### src/rtl/burst_tx_timer.sv
module burst_tx_timer #(
  parameter int DIV      = 10,
  parameter int DELAY_QS = 25,
  parameter int RAMP_QS  = 8
) (
  input  logic       clk,
  input  logic       rst_n,
  input  logic       clk_sel,
  input  logic       ext_clk,
  input  logic       tx_data,
  input  logic       tx_win,
  input  logic       mod_off,
  input  logic       burst_pos_en,
  output logic       bit_clk_out,
  output logic       ramp_up,
  output logic       data_valid,
  output logic       ramp_down,
  output logic       sym_strobe,
  output logic [1:0] sym_bits
);

  localparam int HALF   = DIV / 2;
  localparam int CW     = $clog2(DIV);
  localparam int UP_TAP = DELAY_QS - RAMP_QS;
  localparam int DEPTH  = DELAY_QS + RAMP_QS + 1;

  logic          ext_q;
  logic [CW-1:0] div_cnt;
  logic [DEPTH-1:0] win_sh;
  logic          pair_half, pair_first;

  wire ext_rise = ext_clk & ~ext_q;
  wire ext_fall = ~ext_clk & ext_q;
  wire div_wrap = (div_cnt == CW'(DIV - 1));
  wire div_mid  = (div_cnt == CW'(HALF - 1));

  wire bit_rise = clk_sel ? (ext_rise & div_wrap) : ext_rise;
  wire bit_fall = clk_sel ? (ext_rise & div_mid)  : ext_fall;
  wire qs_tick  = bit_rise | bit_fall;

  wire bit_clk  = clk_sel ? (div_cnt < CW'(HALF)) : ext_q;

  always_ff @(posedge clk or negedge rst_n) begin
    if (!rst_n) begin
      ext_q   <= 1'b0;
      div_cnt <= CW'(DIV - 1);
    end else begin
      ext_q <= ext_clk;
      if (ext_rise) div_cnt <= div_wrap ? '0 : div_cnt + 1'b1;
    end
  end

  always_ff @(posedge clk or negedge rst_n) begin
    if (!rst_n)       win_sh <= '0;
    else if (qs_tick) win_sh <= {win_sh[DEPTH-2:0], tx_win};
  end

  assign data_valid = win_sh[DELAY_QS];
  assign ramp_up    = win_sh[UP_TAP] & ~win_sh[DELAY_QS];
  assign ramp_down  = ~ramp_up & ~win_sh[DELAY_QS] & (|win_sh[DEPTH-1:DELAY_QS+1]);

  wire burst_env = ramp_up | data_valid | ramp_down;
  assign bit_clk_out = (burst_pos_en & ~clk_sel) ? burst_env : bit_clk;

  always_ff @(posedge clk or negedge rst_n) begin
    if (!rst_n) begin
      pair_half  <= 1'b0;
      pair_first <= 1'b0;
      sym_strobe <= 1'b0;
      sym_bits   <= 2'b00;
    end else begin
      sym_strobe <= 1'b0;
      if (bit_rise) begin
        if (!tx_win) begin
          pair_half <= 1'b0;
        end else if (!pair_half) begin
          pair_first <= tx_data;
          pair_half  <= 1'b1;
        end else begin
          pair_half  <= 1'b0;
          sym_strobe <= 1'b1;
          sym_bits   <= mod_off ? 2'b00 : {pair_first, tx_data};
        end
      end
    end
  end

endmodule

### config.mk
export PLATFORM = sky130hd
export DESIGN_NAME = burst_tx_timer
export DESIGN_NICKNAME = d
export VERILOG_FILES = /design/src/rtl/burst_tx_timer.sv
export SDC_FILE = /design/constraint.sdc
export NUM_CORES = 1
export LEC_CHECK = 0
export ABC_AREA = 1
export BUFFER_PORTS_ARGS = -buffer_cell sky130_fd_sc_hd__buf_2
export CAP_MARGIN = 20
export CORE_ASPECT_RATIO = 0.6
export CORE_MARGIN = 10
export CORE_UTILIZATION = 35
export DETAILED_ROUTE_END_ITERATION = 10
export SYNTH_ARGS = -nofsm -noshare
export SYNTH_HDL_FRONTEND = slang
export SYNTH_SLANG_ARGS = --single-unit
### constraint.sdc
create_clock -name clk -period 1.4 [get_ports clk]
set_clock_uncertainty 0.05 [all_clocks]
set_input_delay 0.07 -clock clk [delete_from_list [all_inputs] [get_ports clk]]
set_output_delay 0.07 -clock clk [all_outputs]
set_load 0.02 [all_outputs]
==> results.toml, run 1 <==
[run_status]
status = "finished, violations left"
violations = "negative setup slack"

[sta]
slew_headroom_pct = 73.7
worstMarginPinSlew_ps = 395
maxSlewViolCount = 0
fin_crit_sh_pct = 106
timing.hold.ws_ps = 165
timing.fmax_ghz = 0.674
layout_min_cycle_time_ps = 1480
layout_setup_ws_ps = -83.2
rsz0062_at_grt = "true"
hold_viol = 0
setup_viol = 36

[synth]
yosys_register_bits = 44
synth_top_area_share_pct = 50.9
synth_area_leaders = "dfrtp_1, nand2_1, nand3_1"
seq_area_frac_synth_pct = 53.5
synth_cells = 228
avgSynthCellArea_um2 = 9.05
yosysTopAreaCell = "dfrtp_1"
yosysUniqueCellTypes = 22
yosysWarnings = 0
synth_area_um2 = 2060
syn-num-nets = 236

[grt]
grt_start_max_net_pins = 30
use_met3_pct = 3.39
grt_first_pass_wirelength_mm = 8.42
grt_use_met2_pct = 16.4
grtUsageTotal_pct = 11.2
met1_usage_pct = 15.1
grt_pass1_vias = 1662
antenna_found_initial = 0
grt-busiest-layer = "met2"
grt-ovfl-total = 0

[floorplanning]
die_w_um = 119
core_um2 = 5650
die_h_um = 79.5
dieArea_um2 = 9470
ioPinCount = 15
num_rows = 21
start_util_pct = 36.5

[clock_network]
numCtsBuffers = 5
cts_sinks = 44
h-tree-depth = 2
clock_path_buffers = 2
insertion_delay_ps = 300
path_clk_slew_ps = 90
cts-root-buf = "clkbuf_8"
cts_tree = "done"

[final_layout]
finalInstanceArea_um2 = 2830
instances_no_fill = 357
final_common_cell = "nand2_1"
most-common-layout-cells = "nand2_1, dfrtp_1, nand3_1"
nets = 284
n_antenna_cell = 0
syn_to_final_growth_pct = 37.3
drive_gt1_share_pct = 40.8
fill_cells = 518

[power_and_ir_drop]
p_per_area_nw_per_um2 = 1400
leakagePower_nw = 1.50
vdd.ir_drop.worst_uv = 657

[routing]
postRouteAntennaNets = 0
drt_wl_total_mm = 4.95
vias = 1646
routed_via_density = 4.61
drt-initial-drc-count = 136
drcViolationCount = 0
detail_route.wl_per_cell_um = 13.9
first_pass_iters = 5

[worst_setup_path]
critPathCaptureType = "flip-flop"
crit_arrival_ps = 1680
critical_path.top_delay_family = "flip-flops"
cp_slowest_stage_delay_ps = 590
cp_cell_sequence = "inv_2, nor2_2, nand2_2, nand2_4, nand2_8, buf_8, nand2_8, nand2_2, nand2_1"
slowest_stage = "dfstp_2"
path_class = "flip-flop to flip-flop"
crit_fanout = 8
worst-path-buf-inv = 2
cp.required_ps = 1600
start_kind = "flip-flop"

[placement]
port_buffers = 14
place.gp.congestion = 0.774
place_area_um2 = 2240
dpl.cell_count = 322
pre_cts_ws_ps = -95.4
hpwl_mm = 2.67

[hold_path]
hp-class = "input port to flip-flop"

[job]
drv_cap = 0
## per-layer routing
layer	share of wire [%]	vias to the layer above
met5	0	-
met4	1.5	0
met3	6.3	9
met2	42	43
met1	50	764
li1	-	830
## sequential cells by signal, summed over array words and instances, names as in the netlist
name and count:
win_sh 34, div_cnt 4, sym_bits 2, ext_q 1, pair_first 1, pair_half 1
sym_strobe 1
## power breakdown
group	switching, mW	internal [mW]
clock	0.459	0.584
sequential	0.243	1.58
combinational	0.575	0.519
total	1.28	2.68
## synthesized netlist by cell type (all sizes together)
cell    instances
nand4           2
a21oi           1
nand2          90
dfrtp          42
nand3          40
nor2           19
clkinv          1
xor2            2
inv            13
o21ai           5
or2             1
dfstp           2
buf            10
## repair_timing
action / 4_1_cts / 5_1_grt
hold buffers: 5 / 0
endpoints found under the hold margin: 47 / 0
gates cloned: 7 / 1
buffers inserted: 9 / 5
setup endpoints to repair: 37 / 42
resized for setup: 25 / 18
pin swaps: 8 / 8
## cells by family after synthesis
| logic type | count (synthesis) | synth area share [%] |
|---|---|---|
| XOR/XNOR | 2 | 0.849 |
| AO/OA/AOI/OAI | 6 | 1.45 |
| buffers and inverters | 24 | 7.76 |
| flip-flops | 44 | 53.5 |
| AND/OR/NAND/NOR | 152 | 36.5 |
## per-stage QoR
stage	util (%)	total power, mW	TNS, ps
2_1_floorplan	-	2.39	-381
3_3_place_gp	39.7	2.60	-1320
3_5_place_dp	39.7	2.61	-2080
4_1_cts	48.0	3.89	-2280
5_1_grt	50.2	4.21	-5010
6_report	50.2	3.96	-2150
## worst paths after layout
check | slack, ps | from | endpoint | cells past startpoint
worst min-delay path | 160 | clk_sel | pair_half | 4
worst max-delay path | -80 | div_cnt[0] | win_sh[4] | 9
worst min register to register | 440 | win_sh[1] | win_sh[2] | 2
worst max register to register | -80 | div_cnt[0] | win_sh[4] | 9
max in group asynchronous | 570 | rst_n | div_cnt[0] | 3
min in group asynchronous | 170 | rst_n | win_sh[5] | 2
## tightest hold or removal path: stages
cell and delay, ps:
buf_2 130, nand2_4 80, nand3_1 120, nand2_1 70
## layout make-up
class                   instances  area (um^2)  share of cell area (%)
flip-flops and latches         44         1100                    39.0
clock inverters                 2         38.8                    1.37
inverters                      14         55.1                    1.94
repair buffers                 46          478                    16.9
multi-input cells             165          975                    34.4
well taps                      80          100                    3.53
clock buffers                   6         82.6                    2.91
(Power assumes the default switching activity.)
==> run 2: changes to the inputs <==
Settings changed: BUFFER_PORTS_ARGS -buffer_cell sky130_fd_sc_hd__buf_2 to unset, DONT_BUFFER_PORTS set to 1, GPL_ROUTABILITY_DRIVEN set to 0, SETUP_SLACK_MARGIN set to 0.4.
==> results.toml, run 2 (same netlist as run 1, synthesis figures left out) <==
[floorplanning]
dieArea_um2 = 9470
die_h_um = 79.5
start_util_pct = 36.5
num_rows = 21
ioPinCount = 15
core_um2 = 5650
die_w_um = 119

[grt]
grt-ovfl-total = 0
grt_start_max_net_pins = 45
grt_first_pass_wirelength_mm = 7.86
grtUsageTotal_pct = 10.1
grt_pass1_vias = 1558
antenna_found_initial = 0

[sta]
slew_headroom_pct = 83.0
maxSlewViolCount = 0
layout_setup_ws_ps = -105
setup_viol = 38
rsz0062_at_grt = "true"
worstMarginPinSlew_ps = 255
fin_setup_tns_ps = -3040
timing.hold.ws_ps = -588
timing.fmax_ghz = 0.665
layout_min_cycle_time_ps = 1500
hold_viol = 44
fin_crit_sh_pct = 107

[clock_network]
clock_path_buffers = 2
cts_tree = "done"
cts_sinks = 44
h-tree-depth = 2
cts-root-buf = "clkbuf_8"
path_clk_slew_ps = 80
numCtsBuffers = 5
insertion_delay_ps = 300
ctsHoldBuffers = 4

[routing]
drt_wl_total_mm = 4.53
detail_route.wl_per_cell_um = 13.3
postRouteAntennaNets = 0
drcViolationCount = 0
vias = 1567
first_pass_iters = 4
drt-initial-drc-count = 73
routed_via_density = 4.60

[worst_setup_path]
cp.required_ps = 1540
cp_cell_sequence = "inv_2, nor2_4, nand2_2, nand2_4, nand2_8, buf_8, nand3_1, nand2_1"
crit_arrival_ps = 1640
cp_slowest_stage_delay_ps = 550
path_class = "flip-flop to flip-flop"
start_kind = "flip-flop"
crit_fanout = 12
critPathCaptureType = "flip-flop"
slowest_stage = "dfstp_2"

[power_and_ir_drop]
power.total_mw = 3.94
vdd.ir_drop.worst_uv = 826
p_per_area_nw_per_um2 = 1450
leakagePower_nw = 1.41

[final_layout]
fill_cells = 526
largest_register_ffs = 34
n_antenna_cell = 0
regMostFlops = "win_sh"
nets = 268
drive_gt1_share_pct = 37.2
syn_to_final_growth_pct = 31.8
largestRegisters = "win_sh (34), div_cnt (4), sym_bits (2)"
final_common_cell = "nand2_1"
most-common-layout-cells = "nand2_1, dfrtp_1, nand3_1"

[placement]
port_buffers = 0
hpwl_mm = 2.56
pre_cts_ws_ps = -96.9

[hold_path]
hp-class = "input port to asynchronous set/reset pin"

[run_status]
violations = "negative hold slack, negative setup slack"
status = "finished, violations left"

[job]
drv_cap = 0
## run 2: cell count changes in the layout (fill, tap and decap cells not counted), moves of 3 or more
cell     before  now
inv_1        10    7
o21ai_0       4    0
nand2_8       6    3
nand2_2      33   24
buf_2        11    0
buf_6         2    7
o21ai_1       0    5
nand3_2       4    7
nand2_1      54   62
nand3_1      36   31
buf_4        18   14
nor2_4        4    7
## run 2: power breakdown
group | switching (mW) | total (mW) | internal [mW]
Clock | 0.445 | 1.08 | 0.630
Sequential | 0.228 | 1.80 | 1.58
Combinational | 0.538 | 1.06 | 0.523
Total | 1.21 | 3.94 | 2.73
## run 2: what timing repair did
action,CTS,global route
endpoints found under the hold margin,51,44
cloned,3,0
setup buffers,11,3
gates resized for setup,30,13
setup endpoints to repair,47,47
pin swaps,8,2
## run 2: path summary, 6_finish.rpt
kind	startpoint	endpoint	slack, ps	cells past startpoint
min reg2reg	win_sh[21]	win_sh[22]	430	2
max reg2reg	div_cnt[3]	win_sh[9]	-100	8
max in group asynchronous	rst_n	div_cnt[0]	1700	0
max	div_cnt[3]	win_sh[9]	-100	8
min	rst_n	win_sh[28]	-590	0
min in group clk	clk_sel	pair_half	60	4
## run 2: routing by layer
metal	up-vias	share of wire, %	global-route usage (%)
met5	-	0	0
met4	0	0.80	3.03
met3	4	4.7	3.46
met2	23	44	14.6
met1	754	51	13.8
li1	786	-	-
## run 2: worst max-delay path, delay by kind of cell (launching register included)
family                 cells  cell delay [ps]
buffers and inverters      2              230
DFF                        1              550
and+or+nand+nor            6              560
## run 2: cell type report
cell class / instances / area [um^2] / area share, %
clock buffer: 7 / 96.3 / 3.54
clock inverter: 1 / 30.0 / 1.10
inverter: 14 / 55.1 / 2.02
multi-input combinational: 162 / 953 / 35.0
sequential: 44 / 1100 / 40.6
tap: 80 / 100 / 3.68
timing repair buffer: 33 / 382 / 14.0
## run 2: through the flow
stage          cells  hold WS [ps]  utilization [%]  cell area [um^2]
6_report         341          -588             48.2              2720
5_1_grt          341          -609             48.2              2720
4_1_cts          338          -599             46.8              2650
3_5_place_dp     312          -273             39.2              2220
3_3_place_gp     312          -274             39.2              2220
2_1_floorplan    228          -276                -              2110
